[src/rtl/boot_mode_ctrl.sv]
module boot_mode_ctrl #(
  parameter int         SEC_BYTES = 8,
  parameter logic [7:0] USER_PAGE = 8'hFF,
  parameter logic [7:0] MON_PAGE  = 8'hFE,
  parameter logic [7:0] ERASED    = 8'hFF
) (
  input  logic       clk,
  input  logic       por_n,
  input  logic       rst_n,
  input  logic       hv_det,
  input  logic       vec_fetch,
  input  logic       vec_lo,
  input  logic [7:0] vec_data,
  input  logic       rx_stb,
  output logic [7:0] vec_hi,
  output logic       wdog_en,
  output logic       int_rst_req,
  output logic       brk_req,
  output logic [1:0] mode_stat
);
  localparam int CW = $clog2(SEC_BYTES + 1);

  logic          forced_q, hv_mode_q, hi_erased_q;
  logic [CW-1:0] cnt_q;
  logic          monitor, erase_hit, count_en;

  assign monitor   = forced_q | hv_mode_q;
  assign erase_hit = !monitor && vec_fetch && vec_lo && hi_erased_q && (vec_data == ERASED);
  assign count_en  = monitor && rx_stb && (cnt_q != CW'(SEC_BYTES));

  assign vec_hi    = monitor ? MON_PAGE : USER_PAGE;
  assign wdog_en   = !monitor || (!forced_q && !hv_det);
  assign mode_stat = {forced_q, monitor};

  always_ff @(posedge clk or negedge por_n)
    if (!por_n)         forced_q <= 1'b0;
    else if (erase_hit) forced_q <= 1'b1;

  always_ff @(posedge clk) begin
    if (!rst_n) begin
      hv_mode_q   <= hv_det;
      hi_erased_q <= 1'b0;
      int_rst_req <= 1'b0;
      brk_req     <= 1'b0;
      cnt_q       <= '0;
    end else begin
      if (vec_fetch && !vec_lo) hi_erased_q <= (vec_data == ERASED);
      else if (vec_fetch)       hi_erased_q <= 1'b0;
      int_rst_req <= erase_hit;
      brk_req     <= count_en && (cnt_q == CW'(SEC_BYTES - 1));
      if (count_en) cnt_q <= cnt_q + 1'b1;
    end
  end

  AST_MODE_HOLD: assert property (@(posedge clk) disable iff (!rst_n) 1'b1 |=> $stable(hv_mode_q));
  AST_FORCED_STICKY: assert property (@(posedge clk) disable iff (!por_n) forced_q |=> forced_q);
  AST_ERASE_CAUSE: assert property (@(posedge clk) disable iff (!rst_n || !por_n)
    int_rst_req |-> $past(vec_fetch && vec_lo && vec_data == ERASED && !monitor));
  AST_MON_NO_IRQ: assert property (@(posedge clk) disable iff (!rst_n || !por_n)
    $past(monitor) && monitor |-> !int_rst_req);
  AST_CNT_LIMIT: assert property (@(posedge clk) disable iff (!rst_n) cnt_q <= CW'(SEC_BYTES));
  AST_USER_NO_COUNT: assert property (@(posedge clk) disable iff (!rst_n || !por_n) !monitor |=> $stable(cnt_q));
  AST_BRK_PULSE: assert property (@(posedge clk) disable iff (!rst_n) brk_req |=> !brk_req);
  AST_BRK_AT_LIMIT: assert property (@(posedge clk) disable iff (!rst_n) brk_req |-> cnt_q == CW'(SEC_BYTES));
endmodule

[config.mk]
export PLATFORM = sky130hd
export DESIGN_NAME = boot_mode_ctrl
export DESIGN_NICKNAME = d
export VERILOG_FILES = /design/src/rtl/boot_mode_ctrl.sv
export SDC_FILE = /design/constraint.sdc
export NUM_CORES = 1
export LEC_CHECK = 0
export BUFFER_PORTS_ARGS = -buffer_cell sky130_fd_sc_hd__buf_2
export CAP_MARGIN = 20
export CORE_AREA = 2 2 39 41
export DETAILED_ROUTE_END_ITERATION = 12
export DIE_AREA = 0 0 41 43
export PLACE_DENSITY_LB_ADDON = 0.3
export SLEW_MARGIN = 20
export SYNTH_ARGS = -nofsm -noshare
export SYNTH_HDL_FRONTEND = slang
export SYNTH_SLANG_ARGS = --single-unit
export TNS_END_PERCENT = 50
[constraint.sdc]
create_clock -name clk -period 3.7 [get_ports clk]
set_input_delay 0.555 -clock clk [delete_from_list [all_inputs] [get_ports clk]]
set_output_delay 0.555 -clock clk [all_outputs]
set_load 0.02 [all_outputs]
==> impl_metrics.json <==
{
  "yosysMostFrequentCell": "buf_4",
  "vertical_die_dimension_um": 43,
  "worstPathRequired_ns": 3.14,
  "final_net_count": 94,
  "floorplan.initialDensity_pct": 35.0,
  "synth.top_cell.area_share_pct": 28.9,
  "detail_route.wirelength_um": 804,
  "critical_path_peak_fanout": 4,
  "placed_cell_area_um2": 559,
  "setup_total_negative_slack_ns": 0,
  "fin_ws_ns": 2.03,
  "cts-root-buf": "clkbuf_4",
  "fin_area_um2": 586,
  "synth-edff-count": 1,
  "total_power_density_per_cell_area_mw_per_mm2": 360,
  "library_cell_contributing_the_largest_single_delay_on_the_critical_path": "edfxtp_1",
  "yosys_warnings": 0,
  "synth.distinct_cells": 25,
  "hold_buffers": 0,
  "clock_tree_from_tritoncts": "done",
  "post_synth_and_or_nand_nor_area_fraction_pct": 20.7,
  "post_synth.cell_area_avg_um2": 8.80,
  "synth-seq-cells": 9,
  "global_route.overflow_total": 0,
  "vdd_drop_max_uv": 121,
  "report.final.slew_viol_count": 0,
  "synthArstFlopShare_pct": 11.1,
  "crit_type": "reg -> out",
  "setup_viol": 0,
  "ant_nets": 0,
  "rows": 14,
  "grt_max_degree": 8,
  "critPathCaptureType": "primary output",
  "hp-class": "in -> async",
  "grt_pass1_wl_mm": 1.26,
  "viasPerCell": 4.58,
  "synth_compound_area_share_pct": 11.1,
  "source_to_sink_clock_delay_at_the_later_pin_of_the_worst_skew_pair_ns": 0.27,
  "skew_ns": 0.00423,
  "routed-via-count": 421,
  "place_hpwl_um": 681,
  "holdWs_ns": 0.0471,
  "synth_top_cells_by_count": "buf_4 (9), dfxtp_1 (7), nand2_1 (5)",
  "floorplan.io_pins": 28,
  "clock_tree.htree_level_count": 1,
  "detail_route.iter0.violations": 3,
  "cp.arrival_ns": 1.11,
  "fmax_ghz": 0.600,
  "drt_first_pass_iters": 4,
  "p_leak_nw": 0.270,
  "synth_top_area_cell": "dfxtp_1",
  "die_area_mm2": 0.00176,
  "cts.clk_slew.worst_paths_ns": 0.06,
  "wl_per_cell_um": 8.74,
  "vias_in_the_first_global_route": 342,
  "status": "finished, final reports clean",
  "synth-adder-area-share_pct": 5.17,
  "fillerInstances": 142,
  "global_route.usage.total_pct": 10.9,
  "synth_cells": 55,
  "synthMuxAreaShare_pct": 4.13,
  "drcViolationCount": 0,
  "synth_seq_area_share_pct": 40.3,
  "core_region_area_mm2": 0.00138,
  "series_of_cell_instances_along_the_critical_path": "nor2_1 > inv_1 > buf_2",
  "critPathMaxStageDelay_ns": 0.44,
  "final.period_utilization_pct": 45.0,
  "grt_antenna_before_repair": 0,
  "rsz_0062_raised_after_global_routing": "no",
  "total_power_uw": 211,
  "start_kind": "flop",
  "reported_max_cap_violation_count": 0,
  "clkSinkCount": 9,
  "insertedDiodeCount": 0,
  "main_combinational_cell_family_by_area_after_synthesis": "simple AND/OR/NAND/NOR gates",
  "final-seq-area_um2": 195,
  "synth_area_leaders": "dfxtp_1 (29%), buf_4 (14%), edfxtp_1 (6.2%)",
  "layout-drive-gt1-share_pct": 32.9,
  "preCtsSetupSlack_ns": 2.19,
  "yosys_most_used_dff": "dfxtp_1",
  "tritoncts_buffer_count": 3,
  "synth_xor_xnor_area_share_pct": 0,
  "cts.repair_timing.setup_buffer_count": 0,
  "multi_input_comb_area_um2": 225,
  "timing.final.crit_period_ns": 1.67,
  "area_growth_syn_to_layout_pct": 20.9,
  "placement.io_buffers": 20,
  "clk_path_buf_depth": 2,
  "cts-resized-gates": 0,
  "die-width_um": 41,
  "placer_congestion_estimate": 0.722,
  "synth.cell_area_um2": 484,
  "final-hold-violation-count": 0
}
-- critical path: cells and delay by family, from the launching register on --
family | cells | cell delay (ns)
flip-flops | 1 | 0.44
buffers and inverters | 2 | 0.20
AND/OR/NAND/NOR | 1 | 0.19
-- flip-flops by register name, summed over array words and instances, names as in the netlist --
name         cells
hi_erased_q      1
int_rst_req      1
cnt_q            4
forced_q         1
hv_mode_q        1
brk_req          1
-- final timing paths --
path	startpoint	endpoint	slack, ns	cells after the start
max	hv_mode_q	mode_stat[0]	2.03	3
min	por_n	forced_q	0.05	1
max reg2reg	cnt_q[0]	cnt_q[2]	2.27	5
min reg2reg	cnt_q[3]	brk_req	0.47	1
max in group asynchronous	por_n	forced_q	3.57	1
min in group clk	cnt_q[3]	brk_req	0.47	1
-- where the power goes --
part / switching (mW) / total, mW / internal [mW]
logic: 0.0189 / 0.0300 / 0.0111
clock network: 0.0354 / 0.0770 / 0.0416
registers: 0.00248 / 0.104 / 0.101
-- routing by layer --
layer  global-route usage, %  vias up  routed length (um)
met1                    11.0      188                 313
li1                        -      215                   -
met5                       0        -                   0
met2                    16.6       15                 402
met4                    6.00        0                  21
met3                    6.28        3                  67
-- placed cells by master, fill, tap and decap left out, drive strengths merged, types with 3 or more instances in the layout --
cell type   n
inv         4
o21ai       4
a21oi       3
dfxtp       7
nand4       3
conb        7
nand2       5
buf        20
clkbuf      4
-- cell type report --
cell class	count	area share, %
sequential	9	33.3
clock buffer	4	4.49
inverter	5	3.21
multi-input combinational	38	38.5
timing repair buffer	20	17.1
tap	16	3.42
-- per-stage QoR --
| stage | instances | util, % |
|---|---|---|
| 3_5_place_dp | 88 | 40.4 |
| 3_3_place_gp | 88 | 40.4 |
| 4_1_cts | 92 | 42.3 |
| 2_1_floorplan | 61 | - |
| 6_report | 92 | 42.3 |
| 5_1_grt | 92 | 42.3 |
-- cells by family after synthesis --
group / count (synthesis)
buffers and inverters: 14
muxes: 2
DFF: 9
adders and majority gates: 2
and+or+nand+nor: 18
other: 1
AOI/OAI and AO/OA: 9
(Power assumes the default switching activity.)
